## config.mk

```make
export PLATFORM = sky130hd
export DESIGN_NAME = deglitch_bank
export DESIGN_NICKNAME = d
export VERILOG_FILES = /design/src/rtl/deglitch_pkg.sv /design/src/rtl/deglitch_tick.sv /design/src/rtl/deglitch_cfg.sv /design/src/rtl/deglitch_chan.sv /design/src/rtl/deglitch_bank.sv
export SDC_FILE = /design/constraint.sdc
export NUM_CORES = 2
export LEC_CHECK = 0
export BUFFER_PORTS_ARGS = -buffer_cell sky130_fd_sc_hd__buf_2
export CORE_AREA = 2 2 394 279
export CTS_CLUSTER_SIZE = 16
export DETAILED_ROUTE_END_ITERATION = 6
export DIE_AREA = 0 0 396 281
export SYNTH_ARGS = -nofsm -noshare
export SYNTH_HDL_FRONTEND = slang
export SYNTH_SLANG_ARGS = --single-unit
```

## constraint.sdc

```tcl
create_clock -name clk -period 5.1 [get_ports clk]
set_input_delay 0.51 -clock clk [delete_from_list [all_inputs] [get_ports clk]]
set_output_delay 0.51 -clock clk [all_outputs]
set_load 0.01 [all_outputs]
```

## src/rtl/deglitch_pkg.sv

```systemverilog
// Shared constants for the deglitch bank: configuration address map and
// command bit positions. Assumes interval and enable fields each fit in
// four byte lanes.
package deglitch_pkg;
    localparam int ADDR_W         = 4;
    localparam int IVL_BASE       = 0;
    localparam int EN_BASE        = 4;
    localparam int CMD_ADDR       = 8;
    localparam int CMD_RELOAD_BIT = 0;
    localparam int CMD_CLEAR_BIT  = 1;
endpackage

```

## src/rtl/deglitch_tick.sv

```systemverilog
// Timebase divider: emits a one-cycle tick every TICK_NS of system time.
// Assumes CLK_HZ*TICK_NS is a multiple of 1e9 (otherwise it rounds down).
module deglitch_tick #(
    parameter int CLK_HZ  = 50_000_000,
    parameter int TICK_NS = 200
) (
    input  logic clk,
    input  logic rst_n,
    output logic tick
);
    localparam longint DIV_L = (longint'(CLK_HZ) * longint'(TICK_NS)) / 64'd1_000_000_000;
    localparam int     DIV   = (DIV_L < 1) ? 1 : int'(DIV_L);
    localparam int     CW    = (DIV > 1) ? $clog2(DIV) : 1;

    generate
        if (DIV == 1) begin : g_every
            assign tick = 1'b1;
        end else begin : g_div
            logic [CW-1:0] cnt;

            // Count clocks and wrap once per timebase period.
            always_ff @(posedge clk) begin
                if (!rst_n)                     cnt <= '0;
                else if (cnt == CW'(DIV - 1))   cnt <= '0;
                else                            cnt <= cnt + 1'b1;
            end

            assign tick = rst_n && (cnt == CW'(DIV - 1));

            // the tick is a single-cycle pulse
            assert_tick_single_R8: assert property (@(posedge clk) disable iff (!rst_n)
                tick |=> !tick);
        end
    endgenerate
endmodule

```

## src/rtl/deglitch_cfg.sv

```systemverilog
// Configuration registers: shadow and active interval, channel enables and
// command decode. Assumes single-cycle write strobes.
module deglitch_cfg
    import deglitch_pkg::*;
#(
    parameter int IVL_W    = 20,
    parameter int CHANNELS = 24
) (
    input  logic              clk,
    input  logic              rst_n,
    input  logic              we,
    input  logic [ADDR_W-1:0] addr,
    input  logic [7:0]        wdata,
    output logic [IVL_W-1:0]  ivl_active,
    output logic [CHANNELS-1:0] en_mask,
    output logic              flt_clr
);
    logic [IVL_W-1:0] ivl_shadow;
    logic             cmd_hit;
    logic             reload;

    assign cmd_hit = we && (addr == ADDR_W'(CMD_ADDR));
    assign reload  = cmd_hit && wdata[CMD_RELOAD_BIT];
    assign flt_clr = cmd_hit && wdata[CMD_CLEAR_BIT];

    // Shadow interval: bit b lives in lane b/8; bits beyond IVL_W are dropped.
    always_ff @(posedge clk) begin
        if (!rst_n) begin
            ivl_shadow <= '0;
        end else begin
            for (int b = 0; b < IVL_W; b++) begin
                if (we && addr == ADDR_W'(IVL_BASE + b / 8))
                    ivl_shadow[b] <= wdata[b % 8];
            end
        end
    end

    // Active interval follows the shadow only on a reload command.
    always_ff @(posedge clk) begin
        if (!rst_n)      ivl_active <= '0;
        else if (reload) ivl_active <= ivl_shadow;
    end

    // Per-channel enables, byte lane per eight channels.
    always_ff @(posedge clk) begin
        if (!rst_n) begin
            en_mask <= '0;
        end else begin
            for (int c = 0; c < CHANNELS; c++) begin
                if (we && addr == ADDR_W'(EN_BASE + c / 8))
                    en_mask[c] <= wdata[c % 8];
            end
        end
    end

    // the active interval holds unless a reload is commanded
    assert_active_hold_R6: assert property (@(posedge clk) disable iff (!rst_n)
        !reload |=> $stable(ivl_active));
endmodule

```

## src/rtl/deglitch_chan.sv

```systemverilog
// One channel: synchroniser, stability counter and filtered output.
// Assumes tick is a one-cycle pulse and ivl is shared by all channels.
module deglitch_chan #(
    parameter int IVL_W       = 20,
    parameter int SYNC_STAGES = 2
) (
    input  logic             clk,
    input  logic             rst_n,
    input  logic             tick,
    input  logic             en,
    input  logic             flt_clr,
    input  logic [IVL_W-1:0] ivl,
    input  logic             pin,
    output logic             out
);
    logic [SYNC_STAGES-1:0] sq;
    logic                   sync;
    logic [IVL_W-1:0]       cnt;
    logic [IVL_W:0]         cnt_inc;
    logic                   reached;

    assign sync    = sq[SYNC_STAGES-1];
    assign cnt_inc = {1'b0, cnt} + 1'b1;
    assign reached = cnt_inc >= {1'b0, ivl};

    // Bring the raw pin into the clock domain.
    always_ff @(posedge clk) begin
        if (!rst_n) sq <= '0;
        else        sq <= {sq[SYNC_STAGES-2:0], pin};
    end

    // Filter: restart on agreement, count ticks on disagreement, commit at limit.
    always_ff @(posedge clk) begin
        if (!rst_n) begin
            out <= 1'b0;
            cnt <= '0;
        end else if (flt_clr || !en) begin
            out <= sync;
            cnt <= '0;
        end else if (sync == out) begin
            cnt <= '0;
        end else if (tick) begin
            if (reached) begin
                out <= sync;
                cnt <= '0;
            end else begin
                cnt <= cnt_inc[IVL_W-1:0];
            end
        end
    end

    // an enabled channel changes only on a tick edge
    assert_hold_between_ticks_R3: assert property (@(posedge clk) disable iff (!rst_n)
        (en && !tick && !flt_clr) |=> $stable(out));

    // an enabled channel can only move to the value its input held
    assert_moves_to_input_R4: assert property (@(posedge clk) disable iff (!rst_n)
        (en && !flt_clr) |=> (out == $past(out) || out == $past(sync)));

    // a filter-state reset loads the synchronised input
    assert_clear_loads_R7: assert property (@(posedge clk) disable iff (!rst_n)
        flt_clr |=> out == $past(sync));
endmodule

```

## src/rtl/deglitch_bank.sv

```systemverilog
// Top: bank of deglitch channels sharing one timebase and one interval.
// Assumes asynchronous pins; the configuration port is byte-wide and
// write-only, with one-cycle strobes.
module deglitch_bank
    import deglitch_pkg::*;
#(
    parameter int CLK_HZ      = 50_000_000,
    parameter int TICK_NS     = 200,
    parameter int CHANNELS    = 24,
    parameter int IVL_W       = 20,
    parameter int SYNC_STAGES = 2
) (
    input  logic                clk,
    input  logic                rst_n,
    input  logic [CHANNELS-1:0] pin_in,
    input  logic                cfg_we,
    input  logic [ADDR_W-1:0]   cfg_addr,
    input  logic [7:0]          cfg_wdata,
    output logic [CHANNELS-1:0] filt_out
);
    logic                tick;
    logic [IVL_W-1:0]    ivl_active;
    logic [CHANNELS-1:0] en_mask;
    logic                flt_clr;

    deglitch_tick #(.CLK_HZ(CLK_HZ), .TICK_NS(TICK_NS)) u_tick (
        .clk(clk), .rst_n(rst_n), .tick(tick)
    );

    deglitch_cfg #(.IVL_W(IVL_W), .CHANNELS(CHANNELS)) u_cfg (
        .clk(clk), .rst_n(rst_n), .we(cfg_we), .addr(cfg_addr), .wdata(cfg_wdata),
        .ivl_active(ivl_active), .en_mask(en_mask), .flt_clr(flt_clr)
    );

    generate
        for (genvar c = 0; c < CHANNELS; c++) begin : g_ch
            deglitch_chan #(.IVL_W(IVL_W), .SYNC_STAGES(SYNC_STAGES)) u_ch (
                .clk(clk), .rst_n(rst_n), .tick(tick), .en(en_mask[c]),
                .flt_clr(flt_clr), .ivl(ivl_active), .pin(pin_in[c]), .out(filt_out[c])
            );
        end
    endgenerate
endmodule

```

# == After elaboration in Yosys (flattened, before gate mapping) ==
# Index checks and enable logic that the tools add are counted.
# op_classes
div,0
n_reduce_logical,156
n_addsub,25
n_bitwise,1
shifts,0
n_eq_ne,55
n_mul,0
mux,120
n_lt_le_gt_ge,24
# ops
operator,n
$add A20 B1 Y21 const B,24
$ge A21 B20 Y1,24
$mux W20,24
$mux W1,96
$reduce_bool A2 Y1,48
$reduce_and A3 Y1,24
$reduce_or A3 Y1,24
$ne A2 B1 Y1 const B,24
$eq A1 B1 Y1,24
$logic_not A1 Y1,24
$logic_or A1 B1 Y1,24
$eq A4 B3 Y1 const B,3
$logic_and A1 B1 Y1,10
$eq A4 B4 Y1 const B,2
$add A4 B1 Y4 const B,1
$eq A4 B1 Y1 const B,1
$eq A4 B2 Y1 const B,1
$logic_not A4 Y1,1
$reduce_or A2 Y1,1
$not A1 Y1,1
# totals
ramBits,0
n_memories,0
in_bits,39
latch_bits,0
regBits,620
rom_bits,0
output_inout_bits,24
wordCells,461

# == Logic depth before layout (Yosys ltp) ==
# depth
depth_word,6
mapped_depth,18
ltp_nobuf,15

# == Modules after synthesis ==
# From an unflattened synthesis, not the netlist that was laid out.
# unflattened
hier_cells,5921
hier_area_um2,47981.0
# modules_own_cells
mod,instances,cells_per_inst,seq_area_each_um2,area_each_um2
deglitch_chan at g_ch[15].u_ch ...,14,224,460.4,1841.8
deglitch_chan at g_ch[0].u_ch ...,9,253,460.4,1960.6
deglitch_cfg,1,227,1281.2,2354.8
deglitch_chan at g_ch[22].u_ch,1,261,460.4,2003.2
deglitch_tick,1,20,80.1,192.7

# == Worst setup path before layout ==
# No wires, ideal clock.
# synth_path
path_kind,register -> register
start,register g_ch[21].u_ch.cnt[0]
end,register g_ch[21].u_ch.cnt[11]
synth_period_minus_slack_ns,3.865
setup_time_ns,0.074
slack_ns,1.235
path_stages_with_launch,18
required_ns,5.026
n_path_buf,3
t_arrival_ns,3.791
cell_sequence,dfxtp_1 > ha_1 > nand3_2 > or3_1 > clkbuf_1 > or2_1 > or3_1 > xnor2_2 > ha_1 > a21o_1 > a21oi_1 > o221ai_1 > a31oi_1 > o31a_1 > clkbuf_1 > clkbuf_1 > nand3b_1 > a31oi_1
# synth_via
elab_chain_cells,3
# synth_lines
element,line_no,text
"start, declared",deglitch_chan.sv:18,logic [IVL_W-1:0] cnt;
"start signal, assigned",deglitch_chan.sv:47,cnt <= cnt_inc[IVL_W-1:0];
$add A20 B1 Y21 *,deglitch_chan.sv:23,"assign cnt_inc = {1'b0, cnt} + 1'b1;"
$ge A21 B20 Y1,deglitch_chan.sv:24,"assign reached = cnt_inc >= {1'b0, ivl};"
$mux W20 *,deglitch_chan.sv:43,if (reached) begin
# Every way passes the cells marked *; elsewhere a longest branch is shown, timed or not.
# A chain may end at the register's enable or synchronous reset.

# == Final worst setup path ==
# layout_path
start,register g_ch[18].u_ch.cnt[5]
end,register g_ch[18].u_ch.cnt[12]
# layout_via
elab_chain_cells,3
# layout_lines
element,line_no
"start, declared",deglitch_chan.sv:18
"start signal, assigned",deglitch_chan.sv:47
$add A20 B1 Y21 *,deglitch_chan.sv:23
$ge A21 B20 Y1,deglitch_chan.sv:24
$mux W20 *,deglitch_chan.sv:43
# Marked as above.

==> metrics.md <==
| Metric | Value |
|---|---|
| Status | `complete, no violations` |
| Worst r2r src | `g_ch[18].u_ch.cnt[5]$_SDFFE_PP0P_` |
| Crit path time final | `4.30 ns` |
| Hold Crit Class | `in -> reg` |
| CTS tree | `done` |
| CP required | `5.64 ns` |
| Number of enable flip-flop cells after synthesis | `0` |
| Fill cells | `10580` |
| Total grt overflow | `0` |
| Leakage | `19.5 nW` |
| Port bufs | `62` |
| Yosys reg bits | `620` |
| Initial Util | `0.397` |
| Crit path max fanout | `10` |
| WP buf/inv | `0` |
| Gr usage total | `0.226` |
| Cell count after synthesis | `5186` |
| Max Root-Sink Buffers | `3` |
| Worst-Margin Slew | `1.08 ns` |
| CP Launch Type | `flip-flop` |
| Yosys Warn Count | `0` |
| Die height | `281 µm` |
| WL final | `129000 µm` |
| Global-route wire length before repair | `201000 µm` |
| Crit-path most repeated cell | `nand3_1` |
| Max Clock Skew | `0.0271 ns` |
| Rows | `101` |
| Setup-failing EPs final | `0` |
| Unique masters post-synth | `96` |
| Final Hold Vio Count | `0` |
| Critical path class | `reg -> reg` |
| Wire length per cell | `19.5 µm` |
| P&R area growth vs syn | `9.71%` |
| Layout cells sized above 1 | `0.0730` |
| Post-CTS setup buffers | `0` |
| Clk sink count | `620` |
| Syn Std Cell Area | `42700 µm²` |
| DR pass1 iterations | `6` |
| Share of flip-flops with an asynchronous set or reset | `0` |
| Post-CTS Resized | `0` |
| Gpl congestion | `0.864` |
| Largest net degree at the start of global routing | `87` |
| Cts bufs inserted | `69` |
| Dpl ws | `0.809 ns` |
| First DRT Iteration DRCs | `3254` |
| # IOs | `63` |
| H-Tree Depth | `3` |
| Gate power share | `0.017` |
| Unrepaired setup endpoints after global routing | `false` |
| Slowest stage delay, CP | `0.73 ns` |
| Hold wc startpoint | `pin_in[21]` |
| Post-placement cell count | `6495` |
| CP delay by family, top | `simple AND/OR/NAND/NOR gates` |
| Die Width | `396 µm` |
| Crit path capture type | `flip-flop` |
| Final std cells w/o fill | `6620` |
| Initial antenna violation count | `7` |
| Layout net count | `5669` |
| Post-DR vias/cell | `5.80` |
| Cts hold-fix bufs | `0` |
| Crit-path cells | `nand4_1 > nor4_1 > nand3_1 > or2_1 > xnor2_1 > ha_1 > nand3_1 > nor4_1 > o2111ai_1 > nand3_1 > nor2_2 > a22o_1` |
| VDD IR max | `0.224 mV` |
| Sequential share of power | `0.465` |
| Hold Path End | `g_ch[21].u_ch.sq[0]$_SDFF_PN0_` |
| Synth area leader | `dfxtp_1` |
| Mapped Avg Cell Area | `8.24 µm²` |
| Sw Ratio | `0.230` |
| Routed via count | `38367` |
| Crit path max-delay cell type | `nor4_1` |
| Die area | `111000 µm²` |
| Synthesized net count | `5731` |
| Root buffer cell | `clkbuf_16` |
| R2r endpoint | `g_ch[18].u_ch.cnt[12]$_SDFFE_PP0P_` |
| Dominant synthesized flop cell | `dfxtp_1` |
| R2R cell count | `12` |
| CTS clk-pin slew, worst paths | `0.06 ns` |
| Setup_tns | `0 ns` |
| Final worst-path cycle share | `0.843` |
| Worst reg-to-reg setup slack | `0.80 ns` |
| PwrDens | `225 nW/µm²` |
| Clock group share of total power | `0.518` |
| Worst setup margin | `0.801 ns` |
| Most numerous cell in the Yosys netlist | `dfxtp_1` |
| Max cap viols | `0` |
| Psw | `0.00242 W` |
| P_int | `0.00812 W` |
| Hold Path Stages | `2` |
| Max-slew violation count | `0` |
| Number of global-route vias before repair | `34604` |
| Worst skew pair latency | `0.66 ns` |
| # DRC | `0` |
| Largest cells by area after synthesis | `dfxtp_1, ha_1, xnor2_1, nand3_1, nand2_1` |
| Worst Path Arrival | `4.83 ns` |
| Most frequent cells after synthesis | `dfxtp_1, nand2_1, ha_1` |
| Top-area cell type share of the netlist area | `0.290` |
| Max Fclk | `233 MHz` |
| Slew margin rel. | `0.274` |
| Register area share after synthesis | `0.290` |
| Total core area | `108000 µm²` |
| Post-route ant nets | `0` |
| Post-DP HPWL | `87400 µm` |
## worst max path at each step
stage                                                 start  cells after the start  slack, ns                            endpoint
after floorplan           g_ch[21].u_ch.cnt[0]$_SDFFE_PP0P_                     17       1.23  g_ch[21].u_ch.cnt[11]$_SDFFE_PP0P_
after global routing      g_ch[18].u_ch.cnt[5]$_SDFFE_PP0P_                     12       0.43  g_ch[18].u_ch.cnt[12]$_SDFFE_PP0P_
after detailed placement  g_ch[18].u_ch.cnt[5]$_SDFFE_PP0P_                     12       0.81  g_ch[18].u_ch.cnt[10]$_SDFFE_PP0P_
after global placement    g_ch[18].u_ch.cnt[5]$_SDFFE_PP0P_                     13        1.0  g_ch[18].u_ch.cnt[16]$_SDFFE_PP0P_
after CTS                 g_ch[18].u_ch.cnt[5]$_SDFFE_PP0P_                     12       0.79  g_ch[18].u_ch.cnt[12]$_SDFFE_PP0P_
final                     g_ch[18].u_ch.cnt[5]$_SDFFE_PP0P_                     12       0.80  g_ch[18].u_ch.cnt[12]$_SDFFE_PP0P_
## sequential cells by signal, summed over array words and instances (netlist names)
register	count
u_cfg.ivl_shadow	20
u_cfg.en_mask	24
u_cfg.ivl_active	20
g_ch.u_ch.sq	48
g_ch.u_ch.out	24
u_tick.g_div.cnt	4
g_ch.u_ch.cnt	480
## cells by family after synthesis
kind of cell    after synthesis  synth area share
xor+xnor                    447            0.0918
mux                          37           0.00875
buf+inv                     403            0.0387
simple gates               2041             0.241
flops                       620             0.290
fa+ha+maj                   506             0.148
compound gates             1132             0.181
## through the flow
| step | cell area (µm²) | utilization | total power [W] | hold slack, ns |
|---|---|---|---|---|
| global placement | 44500 | 0.414 | 0.00519 | 0.418 |
| floorplan | 42700 | - | 0.00510 | 0.412 |
| CTS | 46900 | 0.436 | 0.0107 | 0.0143 |
| detailed placement | 44500 | 0.414 | 0.00519 | 0.419 |
| finish | 46900 | 0.436 | 0.0105 | 0.0504 |
| global route | 46900 | 0.436 | 0.0108 | 0.0361 |
## layout make-up
class	instances	area (µm²)	share of cell area
timing repair buffer	155	1070	0.0229
antenna	1	2.50	0.0000534
clock buffer	93	2020	0.0431
multi-input combinational	4163	28700	0.613
clock inverter	31	392	0.00835
tap	1442	1800	0.0385
sequential	620	12400	0.265
inverter	115	434	0.00926
## power groups by stage
stage	clock network (W)	registers [W]	logic (W)
after floorplan	0	0.00500	0.000103
after global placement	0	0.00501	0.000177
after detailed placement	0	0.00501	0.000178
after CTS	0.00557	0.00490	0.000179
after global routing	0.00575	0.00490	0.000193
final	0.00547	0.00490	0.000178
## worst register-to-register path: stages, from the launching register on
cell and delay (ns):
dfxtp_1 0.47, nand4_1 0.22, nor4_1 0.73, nand3_1 0.29, or2_1 0.32, xnor2_1 0.16, ha_1 0.30, nand3_1 0.12
nor4_1 0.41, o2111ai_1 0.25, nand3_1 0.44, nor2_2 0.20, a22o_1 0.29
## layout by cell type (no fill, tap or decap), drive strengths merged, types with 156 or more instances in the layout
cell,Yosys,final
dfxtp,620,620
nand2,554,554
ha,506,506
nand3,457,457
a21oi,356,356
nor2,296,296
xnor2,274,274
xor2,173,173
and3,159,159
o21ai,156,156
## metal layers
| layer | wire length (µm) | track usage | share of wire | up-vias |
|---|---|---|---|---|
| li1 | - | - | - | 18944 |
| met4 | 2710 | 0.0532 | 0.021 | 6 |
| met2 | 52000 | 0.327 | 0.40 | 1037 |
| met5 | 40 | 0 | 0.00031 | - |
| met1 | 66100 | 0.345 | 0.51 | 18214 |
| met3 | 8380 | 0.0370 | 0.065 | 166 |
Note: power is estimated with default switching activity, not from simulation.
